### config.mk
export PLATFORM = sky130hd
export DESIGN_NAME = spi_fifo_pair
export DESIGN_NICKNAME = d
export VERILOG_FILES = /design/src/rtl/spi_fifo_pkg.sv /design/src/rtl/sfp_fifo.sv /design/src/rtl/sfp_status.sv /design/src/rtl/spi_fifo_pair.sv
export SDC_FILE = /design/constraint.sdc
export NUM_CORES = 1
export LEC_CHECK = 0
export ABC_AREA = 1
export BUFFER_PORTS_ARGS = -buffer_cell sky130_fd_sc_hd__buf_2
export CORE_AREA = 2 2 171 173
export DETAILED_ROUTE_END_ITERATION = 16
export DIE_AREA = 0 0 173 175
export PLACE_DENSITY = 0.65
export SLEW_MARGIN = 0
export SYNTH_ARGS = -nofsm -noshare
export SYNTH_HDL_FRONTEND = slang
export SYNTH_SLANG_ARGS = --single-unit
### constraint.sdc
create_clock -name clk_i -period 2.6 [get_ports clk_i]
set_clock_uncertainty 0.15 [all_clocks]
set_input_delay 0.52 -clock clk_i [delete_from_list [all_inputs] [get_ports clk_i]]
set_output_delay 0.52 -clock clk_i [all_outputs]
set_load 0.02 [all_outputs]
### src/rtl/spi_fifo_pkg.sv
package spi_fifo_pkg;
  typedef enum logic [2:0] {
    RA_ENABLE  = 3'd0,
    RA_TX_THR  = 3'd1,
    RA_TX_LVL  = 3'd2,
    RA_RX_LVL  = 3'd3,
    RA_STATUS  = 3'd4,
    RA_DATA    = 3'd5,
    RA_ERR_CLR = 3'd6
  } reg_addr_e;

  localparam int unsigned ST_BUSY    = 0;
  localparam int unsigned ST_TX_NF   = 1;
  localparam int unsigned ST_TX_EMPT = 2;
  localparam int unsigned ST_RX_NE   = 3;
  localparam int unsigned ST_RX_FULL = 4;
  localparam int unsigned ST_TX_ERR  = 5;
  localparam int unsigned ST_COLL    = 6;
  localparam int unsigned ST_W       = 7;
endpackage

### src/rtl/sfp_fifo.sv
module sfp_fifo #(
  parameter int unsigned DEPTH = 8,
  parameter int unsigned DW    = 16,
  localparam int unsigned LW   = $clog2(DEPTH + 1),
  localparam int unsigned PW   = (DEPTH > 1) ? $clog2(DEPTH) : 1
) (
  input  logic          clk_i,
  input  logic          rst_ni,
  input  logic          flush_i,
  input  logic          push_i,
  input  logic [DW-1:0] wdata_i,
  input  logic          pop_i,
  output logic [DW-1:0] rdata_o,
  output logic [LW-1:0] level_o,
  output logic          full_o,
  output logic          empty_o
);
  logic [DW-1:0] mem_q [DEPTH];
  logic [PW-1:0] wr_ptr_q, rd_ptr_q;
  logic [LW-1:0] level_q;
  logic          push_ok, pop_ok;

  assign full_o  = (level_q == LW'(DEPTH));
  assign empty_o = (level_q == '0);
  assign push_ok = push_i && !full_o && !flush_i;
  assign pop_ok  = pop_i && !empty_o && !flush_i;

  function automatic logic [PW-1:0] inc_ptr(input logic [PW-1:0] p);
    return (p == PW'(DEPTH - 1)) ? '0 : p + 1'b1;
  endfunction

  always_ff @(posedge clk_i or negedge rst_ni) begin
    if (!rst_ni) begin
      wr_ptr_q <= '0;
      rd_ptr_q <= '0;
      level_q  <= '0;
    end else if (flush_i) begin
      wr_ptr_q <= '0;
      rd_ptr_q <= '0;
      level_q  <= '0;
    end else begin
      if (push_ok) wr_ptr_q <= inc_ptr(wr_ptr_q);
      if (pop_ok)  rd_ptr_q <= inc_ptr(rd_ptr_q);
      case ({push_ok, pop_ok})
        2'b10:   level_q <= level_q + 1'b1;
        2'b01:   level_q <= level_q - 1'b1;
        default: level_q <= level_q;
      endcase
    end
  end

  always_ff @(posedge clk_i) begin
    if (push_ok) mem_q[wr_ptr_q] <= wdata_i;
  end

  assign rdata_o = mem_q[rd_ptr_q];
  assign level_o = level_q;

  a_r5_level_bound: assert property (@(posedge clk_i) disable iff (!rst_ni)
    level_q <= LW'(DEPTH));
  a_r7_flush_empties: assert property (@(posedge clk_i) disable iff (!rst_ni)
    flush_i |=> empty_o);
  a_r3_full_holds: assert property (@(posedge clk_i) disable iff (!rst_ni)
    (full_o && push_i && !pop_i && !flush_i) |=> $stable(level_q));
endmodule

### src/rtl/sfp_status.sv
module sfp_status (
  input  logic clk_i,
  input  logic rst_ni,
  input  logic flush_i,
  input  logic tx_pop_i,
  input  logic eng_idle_i,
  input  logic tx_err_set_i,
  input  logic coll_set_i,
  input  logic err_clr_i,
  output logic busy_o,
  output logic tx_err_o,
  output logic coll_o
);
  always_ff @(posedge clk_i or negedge rst_ni) begin
    if (!rst_ni) begin
      busy_o   <= 1'b0;
      tx_err_o <= 1'b0;
      coll_o   <= 1'b0;
    end else begin
      if (flush_i)         busy_o <= 1'b0;
      else if (tx_pop_i)   busy_o <= 1'b1;
      else if (eng_idle_i) busy_o <= 1'b0;
      // set beats clear
      if (tx_err_set_i)   tx_err_o <= 1'b1;
      else if (err_clr_i) tx_err_o <= 1'b0;
      if (coll_set_i)     coll_o <= 1'b1;
      else if (err_clr_i) coll_o <= 1'b0;
    end
  end

  a_r8_busy_after_pop: assert property (@(posedge clk_i) disable iff (!rst_ni)
    (tx_pop_i && !flush_i) |=> busy_o);
  a_r8_busy_drops_idle: assert property (@(posedge clk_i) disable iff (!rst_ni)
    (eng_idle_i && !tx_pop_i) |=> !busy_o);
  a_r3_err_sets: assert property (@(posedge clk_i) disable iff (!rst_ni)
    tx_err_set_i |=> tx_err_o);
  a_r9_coll_sets: assert property (@(posedge clk_i) disable iff (!rst_ni)
    coll_set_i |=> coll_o);
endmodule

### src/rtl/spi_fifo_pair.sv
module spi_fifo_pair
  import spi_fifo_pkg::*;
#(
  parameter int unsigned DEPTH = 8,
  parameter int unsigned DW    = 16,
  localparam int unsigned LW   = $clog2(DEPTH + 1)
) (
  input  logic          clk_i,
  input  logic          rst_ni,
  input  logic          reg_sel_i,
  input  logic          reg_we_i,
  input  logic [2:0]    reg_addr_i,
  input  logic [31:0]   reg_wdata_i,
  output logic [31:0]   reg_rdata_o,
  output logic          eng_tx_valid_o,
  output logic [DW-1:0] eng_tx_data_o,
  input  logic          eng_tx_pop_i,
  input  logic          eng_rx_push_i,
  input  logic [DW-1:0] eng_rx_data_i,
  input  logic          eng_idle_i,
  input  logic          eng_coll_i,
  output logic          tx_thr_o
);
  logic          en_q;
  logic [LW-1:0] thr_q;
  logic          wr, rd, dis_wr, flush;
  logic          data_wr, tx_push, tx_pop, tx_err_set;
  logic          rx_push, rx_pop, err_clr;
  logic [DW-1:0] tx_rdata, rx_rdata;
  logic [LW-1:0] tx_level, rx_level;
  logic          tx_full, tx_empty, rx_full, rx_empty;
  logic          busy, tx_err, coll;
  logic [ST_W-1:0] status;
  reg_addr_e     addr;

  assign addr       = reg_addr_e'(reg_addr_i);
  assign wr         = reg_sel_i && reg_we_i;
  assign rd         = reg_sel_i && !reg_we_i;
  assign dis_wr     = wr && (addr == RA_ENABLE) && !reg_wdata_i[0];
  assign flush      = !en_q || dis_wr;
  assign data_wr    = wr && (addr == RA_DATA) && en_q;
  assign tx_push    = data_wr && !tx_full;
  assign tx_err_set = data_wr && tx_full;
  assign tx_pop     = eng_tx_pop_i && !tx_empty;
  assign rx_push    = eng_rx_push_i && en_q && !rx_full;
  assign rx_pop     = rd && (addr == RA_DATA) && !rx_empty;
  assign err_clr    = rd && (addr == RA_ERR_CLR);

  always_ff @(posedge clk_i or negedge rst_ni) begin
    if (!rst_ni) begin
      en_q  <= 1'b0;
      thr_q <= '0;
    end else if (wr) begin
      if (addr == RA_ENABLE) en_q <= reg_wdata_i[0];
      // out-of-range values are not stored: lets software size the FIFO
      if (addr == RA_TX_THR && reg_wdata_i < 32'(DEPTH)) thr_q <= reg_wdata_i[LW-1:0];
    end
  end

  sfp_fifo #(.DEPTH(DEPTH), .DW(DW)) u_tx_fifo (
    .clk_i, .rst_ni, .flush_i(flush),
    .push_i(tx_push), .wdata_i(reg_wdata_i[DW-1:0]), .pop_i(tx_pop),
    .rdata_o(tx_rdata), .level_o(tx_level), .full_o(tx_full), .empty_o(tx_empty)
  );

  sfp_fifo #(.DEPTH(DEPTH), .DW(DW)) u_rx_fifo (
    .clk_i, .rst_ni, .flush_i(flush),
    .push_i(rx_push), .wdata_i(eng_rx_data_i), .pop_i(rx_pop),
    .rdata_o(rx_rdata), .level_o(rx_level), .full_o(rx_full), .empty_o(rx_empty)
  );

  sfp_status u_status (
    .clk_i, .rst_ni, .flush_i(flush), .tx_pop_i(tx_pop), .eng_idle_i,
    .tx_err_set_i(tx_err_set), .coll_set_i(eng_coll_i), .err_clr_i(err_clr),
    .busy_o(busy), .tx_err_o(tx_err), .coll_o(coll)
  );

  always_comb begin
    status             = '0;
    status[ST_BUSY]    = busy;
    status[ST_TX_NF]   = !tx_full;
    status[ST_TX_EMPT] = tx_empty;
    status[ST_RX_NE]   = !rx_empty;
    status[ST_RX_FULL] = rx_full;
    status[ST_TX_ERR]  = tx_err;
    status[ST_COLL]    = coll;
  end

  always_comb begin
    reg_rdata_o = '0;
    case (addr)
      RA_ENABLE: reg_rdata_o = {31'd0, en_q};
      RA_TX_THR: reg_rdata_o = 32'(thr_q);
      RA_TX_LVL: reg_rdata_o = 32'(tx_level);
      RA_RX_LVL: reg_rdata_o = 32'(rx_level);
      RA_STATUS: reg_rdata_o = 32'(status);
      RA_DATA:   reg_rdata_o = rx_empty ? 32'd0 : 32'(rx_rdata);
      default:   reg_rdata_o = '0;
    endcase
  end

  assign eng_tx_valid_o = !tx_empty;
  assign eng_tx_data_o  = tx_rdata;
  assign tx_thr_o       = (tx_level <= thr_q);

  a_r6_thr_in_range: assert property (@(posedge clk_i) disable iff (!rst_ni)
    thr_q < LW'(DEPTH));
  a_r7_disabled_empty: assert property (@(posedge clk_i) disable iff (!rst_ni)
    !en_q |-> (tx_level == '0 && rx_level == '0));
  a_r4_empty_read_keeps_level: assert property (@(posedge clk_i) disable iff (!rst_ni)
    (rd && addr == RA_DATA && rx_empty && !eng_rx_push_i) |=> $stable(rx_level));
  a_r10_full_push_dropped: assert property (@(posedge clk_i) disable iff (!rst_ni)
    (eng_rx_push_i && rx_full && !flush) |=> (rx_level <= $past(rx_level)));
endmodule

==> metrics.csv <==
stage,metric,value,unit
placed_design,placed_area,13300,µm²
setup_path,start_kind,flop,
cells_and_area,layout.cells.non_filler,1627,
worst_hold_path,min_path_type,input port to flop,
cts,cts.sinks,284,
timing,grt_setup_unrepaired,yes,
placed_design,gp_congestion,0.842,
cts,root_buffer,clkbuf_16,
floorplan,die-area,30300,µm²
cts,cts_tree,built,
setup_path,critPathCaptureType,output port,
setup_path,rr_startpoint,u_rx_fifo.level_o[3],
yosys,synth_mux_area_share,0,%
cells_and_area,area_growth,35.1,%
power,vdd_drop_max,0.000554,V
yosys,synthFlopType,edfxtp_1,
placed_design,dp_cells,1499,
yosys,synth-adder-area-share,1.66,%
global_routing,grt_max_degree,34,
cts,clk_path_buf_depth,3,
timing,hold_viol,0,
placed_design,port_buffers,92,
power,fin_total_pwr,12.9,mW
cells_and_area,stdcell_area,16300,µm²
setup_path,r2r_cells,8,
floorplan,pin_count,109,
cells_and_area,final_core_util,57.3,%
routing,antenna_left,0,
routing,vias_per_cell,5.44,
global_routing,grtUsageTotal,21.2,%
timing,layout_setup_ws,-0.205,ns
yosys,ys_async_sr_fraction,9.86,%
yosys,yosys.area_share.simple,12.5,%
global_routing,grt_pass1_vias,8668,
routing,drt_wl_total,33.1,mm
floorplan,start_util,42.4,%
yosys,synth_area_leader_cell,edfxtp_1,
global_routing,grt-ovfl-total,0,
routing,drc,0,
global_routing,grt_pass1_wl,49.5,mm
yosys,synth_top_family_by_area,simple AND/OR/NAND/NOR gates,
timing,period_needed,2.80,ns
cts,cts_buffers,29,
yosys,ys_seq_area_share,69.6,%
cells_and_area,fin_nets,1294,
yosys,synth_compound_area_share,11.8,%
yosys,yosys.area_share.xor_xnor,0.0727,%
yosys,yosys.area.top_type_share,63.8,%
yosys,synth-seq-cells,284,
yosys,yosys-top-cells-area,"edfxtp_1, nor2_1, o21ai_0, dfrtp_1, o22ai_1",
run_status,violations,setup timing,
power,clockPowerShare,32.7,%
timing,post-route-period-util,108,%
yosys,synth_cell_types,44,
global_routing,antenna_found_initial,1,
yosys,syn_avg_cell_area,11.8,µm²
cts,worstSkewPairLatency,0.54,ns
yosys,postSynthCellCount,1023,
timing,clock.fmax,357,MHz
yosys,synth_area,12100,µm²
worst_hold_path,holdPathStages,2,
timing,tns,-3.04,ns
run_status,status,"finished, violations left",
yosys,synth_edf_count,256,
power,power_frac_comb,26.7,%
cts,cts.clk_slew.worst_paths,0.06,ns
floorplan,die_w,173,µm
setup_path,reg2reg_to,u_rx_fifo.mem_q[0][6],
routing,drt_iter0_markers,735,
timing,maxSlewHeadroom,52.6,%
timing,worst_pin_slew,0.712,ns
power,switching_share,28.5,%
setup_path,crit_arrival,2.13,ns
floorplan,row_count,62,
power,power_density,792,nW/µm²
setup_path,crit_required,1.93,ns
setup_path,cp_max_fo,8,
power,p_leak,6.00,nW
yosys,yosysWarnings,0,
job,max_cap_violations,0,
routing,wire_per_inst,20.3,µm
routing,vias,8850,
worst_hold_path,whs_endpoint,u_status.coll_o,
power,p_sw,3.67,mW
power,power_frac_seq,40.5,%
floorplan,core_area,28400,µm²
floorplan,fp.dieH,175,µm
routing,drt_pass1_iterations,7,
setup_path,critical_path_class,flop to output port,
cts,htree_levels,1,
power,internal-power,9.22,mW
cells_and_area,drive_gt1_share,34.5,%
timing,final-setup-viol-count,30,
timing,maxSlewViolCount,0,
setup_path,r2r_slack,0.34,ns
worst_hold_path,hold_path_startpoint,eng_coll_i,
placed_design,dp_hpwl,17.6,mm
==> stage by stage <==
| stage | worst slack, ns | hold WS (ns) |
|---|---|---|
| 3_3_place_gp | 0.152 | 0.357 |
| 2_1_floorplan | -0.293 | 0.0744 |
| 4_1_cts | -0.176 | 0.0173 |
| 5_1_grt | -0.295 | 0.0425 |
| 6_report | -0.205 | 0.0382 |
| 3_5_place_dp | 0.0827 | 0.364 |
==> final cells by class <==
| cell class | instances | area, µm² |
|---|---|---|
| fillers | 2199 | 12100 |
| flip-flops and latches | 284 | 8400 |
| multi-input cells | 632 | 3870 |
| repair buffers | 214 | 2320 |
| clock buffers | 42 | 825 |
| well taps | 384 | 480 |
| inverters | 58 | 236 |
| clock inverters | 11 | 149 |
| diodes | 2 | 5.00 |
==> critical path, cell delays in order (launching register included) <==
cell and delay (ns):
dfrtp_2 0.45, buf_6 0.15, buf_12 0.13, o21ai_2 0.10, o22ai_1 0.10, o21ai_1 0.14, o21ai_1 0.08, a21oi_1 0.17
o21ai_1 0.11, buf_4 0.17
==> worst max path at each step <==
| stage | from | endpoint | slack (ns) | depth (start not counted) |
|---|---|---|---|---|
| global placement | reg_addr_i[1] | u_rx_fifo.level_o[3] | 0.15 | 16 |
| finish | u_rx_fifo.rd_ptr_q[0] | reg_rdata_o[3] | -0.20 | 9 |
| CTS | u_rx_fifo.rd_ptr_q[0] | reg_rdata_o[3] | -0.18 | 9 |
| global route | u_rx_fifo.rd_ptr_q[0] | reg_rdata_o[3] | -0.30 | 10 |
| detailed placement | reg_addr_i[1] | u_rx_fifo.level_o[3] | 0.08 | 16 |
| floorplan | reg_addr_i[2] | u_tx_fifo.mem_q[2][0] | -0.29 | 7 |
==> power groups by stage <==
stage	sequential (mW)	clock (mW)	combinational (mW)
after floorplan	5.27	0	1.27
after global placement	5.30	0	1.90
after detailed placement	5.30	0	1.92
after CTS	5.22	4.25	3.11
after global routing	5.23	4.42	3.68
final	5.22	4.22	3.45
==> cells by family after synthesis <==
group	after synthesis
XOR/XNOR	1
other	1
AND/OR/NAND/NOR	349
AO/OA/AOI/OAI	250
adder cells (fa/ha/maj)	16
flip-flops	284
buffers and inverters	122
==> synthesized netlist by cell type, types with 8 or more instances <==
master / n
a31oi_1: 18
buf_2: 10
buf_4: 16
clkbuf_1: 37
dfrtp_1: 28
edfxtp_1: 256
ha_1: 16
inv_1: 48
inv_2: 8
nand2_1: 67
nand3_1: 22
nor2_1: 223
o21ai_0: 157
o221ai_1: 12
o22ai_1: 41
==> layout by cell type (no fill, tap or decap), drive strengths merged, types with 3 or more instances in the layout <==
cell    synthesis  final
o22ai          42     42
nor3            8      8
or2             4      4
ha             16     16
o21ai         163    163
edfxtp        256    256
nand4           4      4
a31oi          18     18
bufinv          0      3
conb            1     16
buf            27    213
a21oi           7      7
nand3          26     26
clkbuf         37     42
o221ai         12     12
nor4            4      4
nand2          72     72
dfrtp          28     28
clkinv          2     10
nor2          229    229
inv            56     54
==> repair_timing <==
| action | CTS | global route |
|---|---|---|
| resized for setup | 242 | 142 |
| gates cloned | 21 | 0 |
| hold endpoints to repair | 28 | 0 |
| hold buffers | 1 | 0 |
| pin swaps | 89 | 71 |
| setup buffers | 42 | 16 |
| endpoints found under the setup margin | 33 | 33 |
==> metal layers <==
layer  up-vias  part of all wire [%]  global-route usage, %
li1       4056                     -                      -
met1      4348                    41                   28.0
met2       372                    49                   34.7
met3        74                   6.6                   4.09
met4         0                   3.6                   8.23
met5         -                     0                      0
==> registers in the layout, indices dropped and copies added (netlist names) <==
| signal | flops |
|---|---|
| u_tx_fifo.wr_ptr_q | 3 |
| u_tx_fifo.rd_ptr_q | 3 |
| u_rx_fifo.rd_ptr_q | 3 |
| u_rx_fifo.level_o | 4 |
| u_tx_fifo.level_o | 4 |
| u_status.busy_o | 1 |
| u_status.coll_o | 1 |
| thr_q | 4 |
| en_q | 1 |
| u_rx_fifo.wr_ptr_q | 3 |
| u_tx_fifo.mem_q | 128 |
| u_rx_fifo.mem_q | 128 |
| u_status.tx_err_o | 1 |
No activity file was read; power rests on OpenSTA's default activity.
